### src/rtl/rtc_cal_pkg.sv
package rtc_cal_pkg;

  localparam int TIME_BYTES = 10;
  localparam int TIME_AW    = $clog2(TIME_BYTES);

  // field addresses, decoded by host software
  localparam logic [7:0] ADR_SEC = 8'h00;
  localparam logic [7:0] ADR_MIN = 8'h02;
  localparam logic [7:0] ADR_HR  = 8'h04;
  localparam logic [7:0] ADR_DOW = 8'h06;
  localparam logic [7:0] ADR_DOM = 8'h07;
  localparam logic [7:0] ADR_MON = 8'h08;
  localparam logic [7:0] ADR_YR  = 8'h09;
  localparam logic [7:0] ADR_A   = 8'h0A;
  localparam logic [7:0] ADR_B   = 8'h0B;
  localparam logic [7:0] ADR_C   = 8'h0C;
  localparam logic [7:0] ADR_D   = 8'h0D;

  // register B bit positions
  localparam int B_SET = 7;
  localparam int B_PIE = 6;
  localparam int B_AIE = 5;
  localparam int B_UIE = 4;
  localparam int B_DM  = 2;
  localparam int B_24H = 1;
  localparam int B_DSE = 0;

  localparam logic [2:0] DIV_32K  = 3'b010;
  localparam logic [3:0] RATE_1K  = 4'b0110;

  // stored byte -> numeric value
  function automatic logic [6:0] fld_dec(input logic [7:0] b, input logic bin);
    if (bin) return b[6:0];
    return 7'(b[7:4]) * 7'd10 + 7'(b[3:0]);
  endfunction

  // numeric value -> stored byte
  function automatic logic [7:0] fld_enc(input logic [6:0] v, input logic bin);
    if (bin) return {1'b0, v};
    return {4'(v / 7'd10), 4'(v % 7'd10)};
  endfunction

  // last day of a month, year is two-digit in the 1950-2049 window
  function automatic logic [6:0] month_len(input logic [6:0] mon, input logic [6:0] yr);
    case (mon)
      7'd4, 7'd6, 7'd9, 7'd11: return 7'd30;
      7'd2:                    return (yr[1:0] == 2'b00) ? 7'd29 : 7'd28;
      default:                 return 7'd31;
    endcase
  endfunction

  // step a field that wraps to lo after reaching hi
  function automatic logic [6:0] wrap_inc(input logic [6:0] v, input logic [6:0] hi,
                                          input logic [6:0] lo);
    return (v >= hi) ? lo : v + 7'd1;
  endfunction

endpackage

### src/rtl/rtc_cal_core.sv
module rtc_cal_core
  import rtc_cal_pkg::*;
#(
  parameter int NBYTES = TIME_BYTES,
  localparam int AW = $clog2(NBYTES)
) (
  input  logic                   clk,
  input  logic                   rst_n,
  input  logic                   tick_i,
  input  logic                   bin_i,
  input  logic                   set_i,
  input  logic                   wr_i,
  input  logic [AW-1:0]          waddr_i,
  input  logic [7:0]             wdata_i,
  output logic [NBYTES-1:0][7:0] time_o
);

  logic [NBYTES-1:0][7:0] time_q;
  logic [NBYTES-1:0][7:0] adv_val;

  // decoded fields
  logic [6:0] sec_v, min_v, hr_v, dow_v, dom_v, mon_v, yr_v, mlen;
  // carry chain events, named for the assertions
  logic cy_min, cy_hr, cy_day, cy_mon, cy_yr;
  logic advance;

  assign sec_v = fld_dec(time_q[ADR_SEC[AW-1:0]], bin_i);
  assign min_v = fld_dec(time_q[ADR_MIN[AW-1:0]], bin_i);
  assign hr_v  = fld_dec(time_q[ADR_HR[AW-1:0]],  bin_i);
  assign dow_v = fld_dec(time_q[ADR_DOW[AW-1:0]], bin_i);
  assign dom_v = fld_dec(time_q[ADR_DOM[AW-1:0]], bin_i);
  assign mon_v = fld_dec(time_q[ADR_MON[AW-1:0]], bin_i);
  assign yr_v  = fld_dec(time_q[ADR_YR[AW-1:0]],  bin_i);
  assign mlen  = month_len(mon_v, yr_v);

  assign cy_min = (sec_v >= 7'd59);
  assign cy_hr  = cy_min && (min_v >= 7'd59);
  assign cy_day = cy_hr  && (hr_v  >= 7'd23);
  assign cy_mon = cy_day && (dom_v >= mlen);
  assign cy_yr  = cy_mon && (mon_v >= 7'd12);

  // write has priority: a coinciding tick is dropped
  assign advance = tick_i && !set_i && !wr_i;

  always_comb begin
    adv_val = time_q;
    adv_val[ADR_SEC[AW-1:0]] = fld_enc(wrap_inc(sec_v, 7'd59, 7'd0), bin_i);
    if (cy_min) adv_val[ADR_MIN[AW-1:0]] = fld_enc(wrap_inc(min_v, 7'd59, 7'd0), bin_i);
    if (cy_hr)  adv_val[ADR_HR[AW-1:0]]  = fld_enc(wrap_inc(hr_v, 7'd23, 7'd0), bin_i);
    if (cy_day) begin
      adv_val[ADR_DOW[AW-1:0]] = fld_enc(wrap_inc(dow_v, 7'd7, 7'd1), bin_i);
      adv_val[ADR_DOM[AW-1:0]] = fld_enc(wrap_inc(dom_v, mlen, 7'd1), bin_i);
    end
    if (cy_mon) adv_val[ADR_MON[AW-1:0]] = fld_enc(wrap_inc(mon_v, 7'd12, 7'd1), bin_i);
    if (cy_yr)  adv_val[ADR_YR[AW-1:0]]  = fld_enc(wrap_inc(yr_v, 7'd99, 7'd0), bin_i);
  end

  always_ff @(posedge clk) begin
    if (!rst_n) begin
      time_q <= '0;
    end else begin
      for (int i = 0; i < NBYTES; i++) begin
        if (wr_i && (waddr_i == AW'(i)))
          time_q[i] <= wdata_i;
        else if (advance)
          time_q[i] <= adv_val[i];
      end
    end
  end

  assign time_o = time_q;

  assert_set_freeze_R11: assert property (@(posedge clk) disable iff (!rst_n)
    (tick_i && set_i && !wr_i) |=> $stable(time_q));

  assert_sec_wrap_R4: assert property (@(posedge clk) disable iff (!rst_n)
    (advance && sec_v == 7'd59) |=> (sec_v == 7'd0));

  assert_dow_wrap_R8: assert property (@(posedge clk) disable iff (!rst_n)
    (advance && cy_day && dow_v == 7'd7) |=> (dow_v == 7'd1));

  assert_year_wrap_R7: assert property (@(posedge clk) disable iff (!rst_n)
    (advance && cy_yr && yr_v == 7'd99) |=> (yr_v == 7'd0));

  assert_tick_drop_R14: assert property (@(posedge clk) disable iff (!rst_n)
    (tick_i && wr_i) |=> (time_q[$past(waddr_i)] == $past(wdata_i)));

endmodule

### src/rtl/rtc_cal_ctrl.sv
module rtc_cal_ctrl
  import rtc_cal_pkg::*;
#(
  parameter bit BIN_MODE = 1'b0
) (
  input  logic       clk,
  input  logic       rst_n,
  input  logic       wr_a_i,
  input  logic       wr_b_i,
  input  logic       rd_a_i,
  input  logic [7:0] wdata_i,
  output logic [7:0] a_rd_val_o,
  output logic [7:0] reg_b_o,
  output logic       unsup_o
);

  localparam logic [7:0] B_RESET = 8'((1 << B_PIE) | (1 << B_24H) | (int'(BIN_MODE) << B_DM));

  logic       uip_q;
  logic [6:0] a_low_q;
  logic [7:0] b_q;
  logic       bad_cfg;
  logic       unsup_q;

  assign bad_cfg = wdata_i[B_AIE] || wdata_i[B_UIE] || wdata_i[B_DSE] || !wdata_i[B_24H];

  always_ff @(posedge clk) begin
    if (!rst_n) begin
      uip_q   <= 1'b0;
      a_low_q <= {DIV_32K, RATE_1K};
      b_q     <= B_RESET;
      unsup_q <= 1'b0;
    end else begin
      if (wr_a_i) a_low_q <= wdata_i[6:0];
      if (rd_a_i) uip_q   <= !uip_q;
      if (wr_b_i) b_q     <= wdata_i;
      unsup_q <= wr_b_i && bad_cfg;
    end
  end

  // read of A returns the already inverted flag
  assign a_rd_val_o = {!uip_q, a_low_q};
  assign reg_b_o    = b_q;
  assign unsup_o    = unsup_q;

  assert_uip_hold_R9: assert property (@(posedge clk) disable iff (!rst_n)
    (wr_a_i && !rd_a_i) |=> (uip_q == $past(uip_q)));

  assert_uip_flip_R10: assert property (@(posedge clk) disable iff (!rst_n)
    rd_a_i |=> (uip_q != $past(uip_q)));

  assert_unsup_pulse_R13: assert property (@(posedge clk) disable iff (!rst_n)
    (wr_b_i && bad_cfg) |=> unsup_o);

  assert_unsup_quiet_R13: assert property (@(posedge clk) disable iff (!rst_n)
    !(wr_b_i && bad_cfg) |=> !unsup_o);

endmodule

### src/rtl/rtc_calendar_regs.sv
module rtc_calendar_regs
  import rtc_cal_pkg::*;
#(
  parameter bit BIN_MODE = 1'b0
) (
  input  logic       clk,
  input  logic       rst_n,
  input  logic       tick_sec,
  input  logic       wr_en,
  input  logic       rd_en,
  input  logic [7:0] addr,
  input  logic [7:0] wdata,
  output logic [7:0] rdata,
  output logic       unsupported
);

  localparam int NB = TIME_BYTES;
  localparam int AW = TIME_AW;

  logic [NB-1:0][7:0] time_bytes;
  logic [7:0]         a_rd_val, reg_b;
  logic               time_hit, wr_time, wr_a, wr_b, rd_a;
  logic [7:0]         rd_next;

  assign time_hit = (addr < 8'(NB));
  assign wr_time  = wr_en && time_hit;
  assign wr_a     = wr_en && (addr == ADR_A);
  assign wr_b     = wr_en && (addr == ADR_B);
  assign rd_a     = rd_en && (addr == ADR_A);

  rtc_cal_core #(.NBYTES(NB)) u_core (
    .clk     (clk),
    .rst_n   (rst_n),
    .tick_i  (tick_sec),
    .bin_i   (reg_b[B_DM]),
    .set_i   (reg_b[B_SET]),
    .wr_i    (wr_time),
    .waddr_i (addr[AW-1:0]),
    .wdata_i (wdata),
    .time_o  (time_bytes)
  );

  rtc_cal_ctrl #(.BIN_MODE(BIN_MODE)) u_ctrl (
    .clk        (clk),
    .rst_n      (rst_n),
    .wr_a_i     (wr_a),
    .wr_b_i     (wr_b),
    .rd_a_i     (rd_a),
    .wdata_i    (wdata),
    .a_rd_val_o (a_rd_val),
    .reg_b_o    (reg_b),
    .unsup_o    (unsupported)
  );

  always_comb begin
    rd_next = 8'h00;
    if (time_hit) begin
      for (int i = 0; i < NB; i++)
        if (addr[AW-1:0] == AW'(i)) rd_next = time_bytes[i];
    end else if (addr == ADR_A) begin
      rd_next = a_rd_val;
    end else if (addr == ADR_B) begin
      rd_next = reg_b;
    end
  end

  always_ff @(posedge clk) begin
    if (!rst_n)     rdata <= 8'h00;
    else if (rd_en) rdata <= rd_next;
  end

  assert_cd_zero_R12: assert property (@(posedge clk) disable iff (!rst_n)
    (rd_en && (addr == ADR_C || addr == ADR_D)) |=> (rdata == 8'h00));

  assert_rd_hold_R2: assert property (@(posedge clk) disable iff (!rst_n)
    !rd_en |=> $stable(rdata));

endmodule

### config.mk
export PLATFORM = sky130hd
export DESIGN_NAME = rtc_calendar_regs
export DESIGN_NICKNAME = d
export VERILOG_FILES = /design/src/rtl/rtc_cal_pkg.sv /design/src/rtl/rtc_cal_core.sv /design/src/rtl/rtc_cal_ctrl.sv /design/src/rtl/rtc_calendar_regs.sv
export SDC_FILE = /design/constraint.sdc
export NUM_CORES = 1
export LEC_CHECK = 0
export BUFFER_PORTS_ARGS = -buffer_cell sky130_fd_sc_hd__buf_4
export CAP_MARGIN = 20
export CELL_PAD_IN_SITES_DETAIL_PLACEMENT = 0
export CELL_PAD_IN_SITES_GLOBAL_PLACEMENT = 1
export CORE_UTILIZATION = 48
export CTS_CLUSTER_DIAMETER = 60
export DETAILED_ROUTE_END_ITERATION = 6
export GPL_ROUTABILITY_DRIVEN = 0
export GPL_TIMING_DRIVEN = 0
export PLACE_DENSITY_LB_ADDON = 0.1
export SYNTH_ARGS = -nofsm -noshare
export SYNTH_HDL_FRONTEND = slang
export SYNTH_SLANG_ARGS = --single-unit
### constraint.sdc
create_clock -name clk -period 5.5 [get_ports clk]
set_clock_uncertainty 0.05 [all_clocks]
set_input_delay 0.825 -clock clk [delete_from_list [all_inputs] [get_ports clk]]
set_output_delay 0.825 -clock clk [all_outputs]
set_load 0.01 [all_outputs]
==> results.sh, run 1 <==
export IMPL_hold_slack_ns=0.406
export IMPL_p_total_mw=1.67
export IMPL_arrival_ns=5.57
export IMPL_synth_top_flop_cell="dfxtp_1"
export IMPL_rr_startpoint="u_ctrl.reg_b_o[2]"
export IMPL_nets=1350
export IMPL_cp_common_cell="buf_4"
export IMPL_fin_crit_ns=5.33
export IMPL_cap_violations=0
export IMPL_post_dp_hpwl_microns=25800
export IMPL_endpoint_kind="flop"
export IMPL_critPathBufInv=8
export IMPL_final_util_pct=53.5
export IMPL_wl_per_cell_microns=22.4
export IMPL_n_antenna_cell=0
export IMPL_drc=0
export IMPL_cpLargestDelayFamily="buffers and inverters"
export IMPL_cts_max_path_buffers=2
export IMPL_leakage_nw=4.21
export IMPL_place_inst=1505
export IMPL_fill_cells=1947
export IMPL_grt_max_degree=16
export IMPL_gr_total_overflow=0
export IMPL_final_layout_size_suffix_gt1_share_pct=9.63
export IMPL_antenna_found_initial=0
export IMPL_setup_tns_ns=0
export IMPL_path_cells="buf_4 -> buf_6 -> buf_2 -> buf_4 -> clkbuf_2 -> buf_4 -> buf_2 -> mux2_2 -> ha_1 -> o21ai_0 -> nand3_1 -> a21oi_4 -> a2111oi_4 -> buf_4 -> o31ai_1 -> nand2_1 -> nor4bb_1 -> a211oi_2"
export IMPL_whs_path_depth=2
export IMPL_finalNonFillerCells=1521
export IMPL_via_per_inst=6.47
export IMPL_core_area_sq_um=19500
export IMPL_dpl_worst_slack_ns=-1.22
export IMPL_reg2reg_slack_ns=0.17
export IMPL_setup_slack_ns=0.168
export IMPL_totalWireLength_microns=34100
export IMPL_hold_path_class="reg -> reg"
export IMPL_io_buffers=25
export IMPL_synth_edf_count=0
export IMPL_hold_viol=0
export IMPL_rsz0062_at_grt="false"
export IMPL_grt_busiest_layer="met2"
export IMPL_status="complete, no violations"
export IMPL_num_vias=9842
export IMPL_crit_path_top_delay_cell="dfxtp_1"
export IMPL_grt_pass1_vias=8920
export IMPL_dr_pass1_iters=5
export IMPL_power_density_nw_per_um2=160
export IMPL_yosysSeqAreaShare_pct=22.1
export IMPL_finalCritPeriodShare_pct=97.0
export IMPL_tightestPinTransition_ns=0.936
export IMPL_synthCells=1214
export IMPL_vdd_drop_max_v=0.000152
export IMPL_crit_required_ns=5.73
export IMPL_ys_ff_latch=105
export IMPL_die_w_microns=143
export IMPL_async_flop_share_pct=0
export IMPL_met2_usage_pct=51.5
export IMPL_slew_violations=0
export IMPL_initial_core_util_pct=48.9
export IMPL_met1_usage_pct=48.5
export IMPL_netlist_area_sq_um=9520
export IMPL_design_area_sq_um=10400
export IMPL_max_stage_delay_ns=0.50
export IMPL_numCtsBuffers=9
export IMPL_area_growth_pct=9.28
export IMPL_ant_nets=0
export IMPL_cts_root_buf="clkbuf_16"
export IMPL_place_area_sq_um=10000
export IMPL_htree_num_levels=3
export IMPL_grt_util_met3_pct=5.47
export IMPL_slew_headroom_pct=37.1
export IMPL_insertion_delay_ns=0.36
export IMPL_min_from="u_ctrl.a_low_q[6]"
export IMPL_start_kind="flop"
export IMPL_die_h_microns=143
export IMPL_synth_warnings=0
export IMPL_synth_cell_types=107
export IMPL_rr_worst_depth=18
export IMPL_path_clk_slew_ns=0.07
export IMPL_r2r_end="u_core.time_o[74]"
export IMPL_clkSinkCount=105
export IMPL_crit_fanout=10
export IMPL_grtUsageTotal_pct=34.1
export IMPL_worst_setup_path_type="reg -> reg"
export IMPL_hold_end="u_ctrl.a_low_q[6]"
export IMPL_synth_net_count=1311
export IMPL_rows=51
export IMPL_first_iter_violations=897
export IMPL_grt_first_pass_wirelength_microns=52100
export IMPL_cts_tree="done"
export IMPL_timing_fmax_mhz=188
export IMPL_setup_viol_count_final=0
export IMPL_avgSynthCellArea_sq_um=7.84
export IMPL_die_area_sq_um=20400
export IMPL_io_pins=30
## placed cells by master, fill, tap and decap left out, drive strengths merged, types with 13 or more instances in the layout
cell type and instances:
nand2 147, dfxtp 105, a21oi 103, nor2 87
nand3 67, ha 62, clkbuf 59, o21ai 58
buf 49, a31oi 35, inv 34, mux2i 34
xnor2 25, a22oi 25, nor3 25, and3 23
o211ai 19, and2 19, a21o 16, xor2 15
fa 14, mux2 14, nand2b 13
## kinds of logic after synthesis
logic type / after synthesis / share of synthesized area, %
compound gates: 380 / 27.5
simple gates: 450 / 23.0
mux: 54 / 6.69
buf+inv: 107 / 5.61
xor+xnor: 40 / 3.76
fa+ha+maj: 78 / 11.3
flops: 105 / 22.1
## cells in the mapped netlist, types with 12 or more instances
cell type,number,area share (%)
a21o_1,15,1.2
a21oi_1,102,5.4
a22oi_1,25,2.0
a31oi_1,35,2.3
and2_1,17,1.1
and3_1,22,1.4
clkbuf_1,48,1.9
dfxtp_1,105,22
fa_1,14,2.9
ha_1,62,8.1
inv_1,34,1.3
mux2_2,12,1.4
mux2i_1,34,3.6
nand2_1,146,5.8
nand2b_1,13,0.85
nand3_1,67,3.5
nor2_1,86,3.4
nor3_1,23,1.2
o211ai_1,19,1.5
o21ai_0,53,2.8
xnor2_1,25,2.3
xor2_1,14,1.3
## per-layer routing
metal  share of wire, %  up-vias
met5                  0        -
met4                2.7        0
met3                8.2       57
met2                 44      416
met1                 46     4762
li1                   -     4607
## worst max-delay path by stage
stage	start	to	slack [ns]	cells after the start
2_1_floorplan	u_core.time_o[69]	u_core.time_o[57]	0.65	24
3_3_place_gp	u_ctrl.reg_b_o[2]	u_core.time_o[79]	-1.19	17
3_5_place_dp	u_ctrl.reg_b_o[2]	u_core.time_o[79]	-1.22	17
4_1_cts	u_ctrl.reg_b_o[2]	u_core.time_o[57]	0.02	24
5_1_grt	u_core.time_o[69]	u_core.time_o[57]	0.001	23
6_report	u_ctrl.reg_b_o[2]	u_core.time_o[74]	0.17	18
## flip-flops by register name (all words and copies together), names as in the netlist
name and flops:
rdata 8, u_core.time_o 80, u_ctrl.a_low_q 7, u_ctrl.reg_b_o 8, u_ctrl.uip_q 1, u_ctrl.unsup_o 1
## final cells by class
| class | instances | area [sq um] | share of cell area [%] |
|---|---|---|---|
| multi-input combinational | 1002 | 6920 | 66.5 |
| sequential | 105 | 2100 | 20.2 |
| buffer | 71 | 409 | 3.93 |
| tap | 265 | 332 | 3.19 |
| clock buffer | 10 | 229 | 2.20 |
| timing repair buffer | 29 | 215 | 2.07 |
| inverter | 35 | 131 | 1.26 |
| clock inverter | 4 | 70.1 | 0.673 |
## power breakdown
part / internal (mW) / total (mW) / switching [mW]
registers: 0.767 / 0.780 / 0.0132
clock network: 0.393 / 0.691 / 0.298
logic: 0.0649 / 0.198 / 0.133
total: 1.23 / 1.67 / 0.444
## worst reg2reg max path, delay by kind of cell (launching register included)
kind,cells,cell delay (ns)
AO/OA/AOI/OAI,5,1.17
adder cells (fa/ha/maj),1,0.23
buffers and inverters,8,2.37
flip-flops,1,0.50
AND/OR/NAND/NOR,3,0.55
multiplexers,1,0.38
## repair_timing
action / in CTS / in global routing
endpoints found under the setup margin: 38 / 17
resized for setup: 10 / 11
hold buffers: 0 / 0
setup buffers: 0 / 3
pin swaps: 1 / 1
(Power assumes the default switching activity.)
==> run 2, diff against run 1 <==
--- a/config.mk
+++ b/config.mk
@@ -9,6 +9,7 @@
 export CAP_MARGIN = 20
 export CELL_PAD_IN_SITES_DETAIL_PLACEMENT = 0
 export CELL_PAD_IN_SITES_GLOBAL_PLACEMENT = 1
+export CORE_ASPECT_RATIO = 0.6
 export CORE_UTILIZATION = 48
 export CTS_CLUSTER_DIAMETER = 60
 export DETAILED_ROUTE_END_ITERATION = 6
==> run 2 against run 1 <==
Against the previous run: combinational power hardly changed; final area hardly changed; sequential power hardly changed; die area hardly changed; sequential share of layout area hardly changed; global-route usage is 0.59 points higher; clock power is 2% lower; largest power group unchanged; critical path depth is 3 lower; core utilization is 0.61 points higher; via count is 0.36% higher; register-to-register slack better by 0.04 ns; sequential cell count stayed put.
==> results.sh, run 2 (synthesized netlist as in run 1, its figures left out) <==
export IMPL_nets=1347
export IMPL_setup_slack_ns=0.207
export IMPL_design_area_sq_um=10400
export IMPL_gr_total_overflow=0
export IMPL_n_antenna_cell=0
export IMPL_clkSinkCount=105
export IMPL_num_vias=9877
export IMPL_endpoint_kind="flop"
export IMPL_via_per_inst=6.49
export IMPL_finalNonFillerCells=1521
export IMPL_wl_per_cell_microns=22.8
export IMPL_grtUsageTotal_pct=34.7
export IMPL_drc=0
export IMPL_reg2reg_slack_ns=0.21
export IMPL_final_common_cell="nand2_1"
export IMPL_vdd_drop_max_v=0.000140
export IMPL_timing_fmax_mhz=189
export IMPL_io_pins=30
export IMPL_crit_required_ns=5.73
export IMPL_slew_headroom_pct=35.8
export IMPL_routed_top_layer="met4"
export IMPL_dr_pass1_iters=6
export IMPL_insertion_delay_ns=0.36
export IMPL_final_layout_size_suffix_gt1_share_pct=9.80
export IMPL_hold_path_class="reg -> reg"
export IMPL_finalCritPeriodShare_pct=96.2
export IMPL_cts_tree="done"
export IMPL_place_area_sq_um=10000
export IMPL_grt_pass1_vias=8972
export IMPL_numCtsBuffers=9
export IMPL_tightestPinTransition_ns=0.956
export IMPL_antenna_found_initial=0
export IMPL_cts_max_path_buffers=2
export IMPL_fin_crit_ns=5.29
export IMPL_grt_max_degree=19
export IMPL_rows=39
export IMPL_io_buffers=25
export IMPL_htree_num_levels=3
export IMPL_status="complete, no violations"
export IMPL_area_growth_pct=9.17
export IMPL_hold_viol=0
export IMPL_met3_length_microns=4020
export IMPL_cap_violations=0
export IMPL_slew_violations=0
export IMPL_crit_fanout=10
export IMPL_arrival_ns=5.52
export IMPL_wl_met2_microns=13300
export IMPL_wirelength_met1_microns=16900
export IMPL_worst_setup_path_type="reg -> reg"
export IMPL_path_clk_slew_ns=0.07
export IMPL_die_area_sq_um=20400
export IMPL_power_density_nw_per_um2=159
export IMPL_p_total_mw=1.65
export IMPL_die_h_microns=111
export IMPL_core_area_sq_um=19200
export IMPL_grt_first_pass_wirelength_microns=54200
export IMPL_die_w_microns=184
export IMPL_dpl_worst_slack_ns=-0.856
export IMPL_final_cell_mix="nand2_1, dfxtp_1, a21oi_1, nor2_1, nand3_1"
export IMPL_totalWireLength_microns=34700
export IMPL_start_kind="flop"
export IMPL_setup_viol_count_final=0
export IMPL_ant_nets=0
export IMPL_post_cts_buffers=0
export IMPL_place_inst=1506
export IMPL_initial_core_util_pct=49.5
export IMPL_largest_register_ff_count=80
export IMPL_cts_root_buf="clkbuf_16"
export IMPL_leakage_nw=4.19
export IMPL_post_dp_hpwl_microns=26500
export IMPL_hold_slack_ns=0.413
export IMPL_first_iter_violations=1124
## run 2: changes by cell type in the layout (fill, tap and decap cells not counted), moves of 2 or more
cell        before  now
dfxtp_1        105  103
clkinvlp_4       0    3
buf_4           32   28
dfxtp_2          0    2
clkbuf_4         1    3
## run 2: repair_timing
action	in CTS	in global routing
hold buffers	0	0
endpoints found under the setup margin	38	18
pin swaps	0	1
cloned	0	0
gates resized for setup	8	11
## run 2: per-stage QoR
step / TNS (ns) / utilization, %
2_1_floorplan: 0 / -
3_3_place_gp: -20.67 / 52.2
3_5_place_dp: -19.18 / 52.3
4_1_cts: 0 / 53.9
5_1_grt: -0.000504 / 54.1
6_report: 0 / 54.1
## run 2: cell type report
type	count	area, sq um
Clock inverter	7	77.6
Buffer	71	412
Clock buffer	9	225
Fill cell	1943	8830
Timing Repair Buffer	26	193
Multi-Input combinational cell	1002	6920
Inverter	35	131
Sequential cell	105	2100
Tap cell	266	333
## run 2: where the power goes
| part | leakage [nW] | internal [mW] | total [mW] | switching (mW) |
|---|---|---|---|---|
| sequential | 0.849 | 0.767 | 0.779 | 0.0121 |
| clock | 0.140 | 0.358 | 0.674 | 0.316 |
| combinational | 3.20 | 0.0645 | 0.198 | 0.134 |
## run 2: final timing paths
check                         start  cells after the start                end
setup / recovery  u_ctrl.reg_b_o[2]                     15  u_core.time_o[37]
hold / removal     u_core.time_o[8]                      2   u_core.time_o[8]
setup reg to reg  u_ctrl.reg_b_o[2]                     15  u_core.time_o[37]
hold reg to reg    u_core.time_o[8]                      2   u_core.time_o[8]
## run 2: layer usage
metal | vias up | global-route usage [%]
li1 | 4619 | -
met1 | 4685 | 54.3
met2 | 525 | 45.2
met3 | 48 | 9.30
met4 | 0 | 8.28
met5 | - | 0
## run 2: worst max-delay path, stage by stage, from the launching register on
cell,delay [ns]
dfxtp_1,0.52
buf_4,0.28
buf_6,0.20
buf_2,0.35
buf_4,0.31
clkbuf_2,0.34
clkbuf_4,0.35
clkbuf_4,0.32
mux2_2,0.38
ha_1,0.22
o21ai_0,0.20
nand3_1,0.24
a21oi_4,0.35
nand3_1,0.25
or4b_1,0.64
a31oi_1,0.19
==> run 3, diff against run 2 <==
--- a/config.mk
+++ b/config.mk
@@ -16,6 +16,8 @@
 export GPL_ROUTABILITY_DRIVEN = 0
 export GPL_TIMING_DRIVEN = 0
 export PLACE_DENSITY_LB_ADDON = 0.1
+export RECOVER_POWER = 25
+export SETUP_SLACK_MARGIN = 0.3
 export SYNTH_ARGS = -nofsm -noshare
 export SYNTH_HDL_FRONTEND = slang
 export SYNTH_SLANG_ARGS = --single-unit
==> run 3 against run 2 <==
Against the previous run: die area unchanged; via count increased by 0.64%; final cell count increased by 0.20%; largest cell class unchanged.
==> results.sh, run 3 (synthesized netlist as in run 1, its figures left out) <==
export IMPL_rr_startpoint="u_ctrl.reg_b_o[2]"
export IMPL_swShare_pct=28.1
export IMPL_first_iter_violations=1194
export IMPL_initial_core_util_pct=49.5
export IMPL_r2r_end="u_core.time_o[37]"
export IMPL_arrival_ns=5.20
export IMPL_io_buffers=25
export IMPL_design_area_sq_um=10400
export IMPL_worst_setup_path_type="reg -> reg"
export IMPL_grt_first_pass_wirelength_microns=54200
export IMPL_slew_violations=0
export IMPL_cap_violations=0
export IMPL_slew_headroom_pct=36.1
export IMPL_gr_total_overflow=0
export IMPL_combPwrFrac_pct=11.9
export IMPL_rr_worst_depth=15
export IMPL_hold_path_class="reg -> reg"
export IMPL_setup_viol_count_final=0
export IMPL_cts_root_buf="clkbuf_16"
export IMPL_clkSinkCount=105
export IMPL_crit_start="u_ctrl.reg_b_o[2]"
export IMPL_routed_top_layer="met4"
export IMPL_setup_tns_ns=0
export IMPL_hold_viol=0
export IMPL_final_layout_size_suffix_gt1_share_pct=10.0
export IMPL_grt_max_degree=19
export IMPL_htree_num_levels=3
export IMPL_switching_power_mw=0.463
export IMPL_setup_slack_ns=0.529
export IMPL_crit_fanout=10
export IMPL_fin_crit_ns=4.97
export IMPL_ant_nets=0
export IMPL_wirelength_met1_microns=16800
export IMPL_post_dp_hpwl_microns=26500
export IMPL_met3_length_microns=4100
export IMPL_totalWireLength_microns=34800
export IMPL_io_pins=30
export IMPL_grt_pass1_vias=9001
export IMPL_vdd_drop_max_v=0.000139
export IMPL_largest_register_ff_count=80
export IMPL_area_growth_pct=9.57
export IMPL_n_antenna_cell=0
export IMPL_cts_tree="done"
export IMPL_antenna_found_initial=0
export IMPL_die_h_microns=111
export IMPL_rsz0062_at_grt="true"
export IMPL_dr_pass1_iters=5
export IMPL_timing_fmax_mhz=201
export IMPL_p_clk_share_pct=40.9
export IMPL_grtUsageTotal_pct=34.7
export IMPL_crit_required_ns=5.72
export IMPL_core_area_sq_um=19200
export IMPL_numCtsBuffers=9
export IMPL_wl_per_cell_microns=22.9
export IMPL_power_density_nw_per_um2=158
export IMPL_place_area_sq_um=10000
export IMPL_finalCritPeriodShare_pct=90.4
export IMPL_die_area_sq_um=20400
export IMPL_leakage_nw=4.17
export IMPL_tightestPinTransition_ns=0.958
export IMPL_die_w_microns=184
export IMPL_final_common_cell="nand2_1"
export IMPL_endpoint_kind="flop"
export IMPL_reg2reg_slack_ns=0.53
export IMPL_drc=0
export IMPL_status="complete, no violations"
export IMPL_num_vias=9940
export IMPL_nets=1350
export IMPL_crit_end="u_core.time_o[37]"
export IMPL_p_int_mw=1.19
export IMPL_dpl_worst_slack_ns=-0.856
export IMPL_pwr_share_seq_pct=47.2
export IMPL_start_kind="flop"
export IMPL_final_cell_mix="nand2_1, a21oi_1, dfxtp_1, nor2_1, nand3_1"
export IMPL_path_clk_slew_ns=0.07
export IMPL_cts_max_path_buffers=2
export IMPL_wl_met2_microns=13300
export IMPL_insertion_delay_ns=0.36
export IMPL_via_per_inst=6.52
export IMPL_rows=39
[run 3: power by group through the flow]
stage,Combinational (mW),Sequential [mW],Clock (mW)
global route,0.212,0.778,0.704
floorplan,0.121,0.792,0
detailed placement,0.192,0.796,0
global placement,0.192,0.796,0
CTS,0.192,0.778,0.671
finish,0.197,0.778,0.674
[run 3: repair_timing]
item | 4_1_cts | 5_1_grt
pin swaps | 1 | 1
setup endpoints to repair | 38 | 20
hold buffers | 0 | 0
buffers inserted | 0 | 2
gates resized for setup | 17 | 18
endpoints found under the hold margin | 0 | 0
[run 3: through the flow]
stage / instances / hold slack, ns / total power [mW] / util, %
5_1_grt: 1524 / 0.423 / 1.69 / 54.3
6_report: 1524 / 0.411 / 1.65 / 54.3
2_1_floorplan: 1214 / 0.379 / 0.913 / -
4_1_cts: 1522 / 0.412 / 1.64 / 54.1
3_3_place_gp: 1505 / 0.396 / 0.988 / 52.2
3_5_place_dp: 1506 / 0.402 / 0.988 / 52.3
[run 3: how the worst min path moves through the flow]
stage / startpoint / end / slack [ns] / cells after the start
finish: u_ctrl.reg_b_o[0] / u_ctrl.reg_b_o[0] / 0.41 / 2
global route: u_ctrl.a_low_q[4] / u_ctrl.a_low_q[4] / 0.42 / 2
global placement: u_core.time_o[15] / u_core.time_o[15] / 0.40 / 2
floorplan: u_core.time_o[47] / u_core.time_o[47] / 0.38 / 2
CTS: u_core.time_o[15] / u_core.time_o[15] / 0.41 / 2
detailed placement: u_core.time_o[15] / u_core.time_o[15] / 0.40 / 2
[run 3: area by class of cell]
cell class / count / area [sq um]
Multi-Input combinational cell: 1002 / 6950
Clock buffer: 9 / 225
Tap cell: 266 / 333
Sequential cell: 105 / 2120
Buffer: 72 / 425
Fill cell: 1949 / 8790
Clock inverter: 7 / 77.6
Timing Repair Buffer: 28 / 174
Inverter: 35 / 131
[run 3: worst max-delay path, stage by stage, from the launching register on]
cell	delay, ns
dfxtp_2	0.43
buf_4	0.24
buf_6	0.20
buf_4	0.26
buf_6	0.23
clkbuf_2	0.33
clkbuf_4	0.35
clkbuf_4	0.32
mux2_2	0.37
ha_1	0.22
o21ai_0	0.20
nand3_1	0.24
a21oi_4	0.35
nand3_1	0.25
or4b_1	0.64
a31oi_1	0.20
[run 3: per-layer routing]
layer	up-vias	track usage, %
li1	4632	-
met1	4746	54.3
met2	504	45.3
met3	58	9.46
met4	0	8.28
met5	-	0
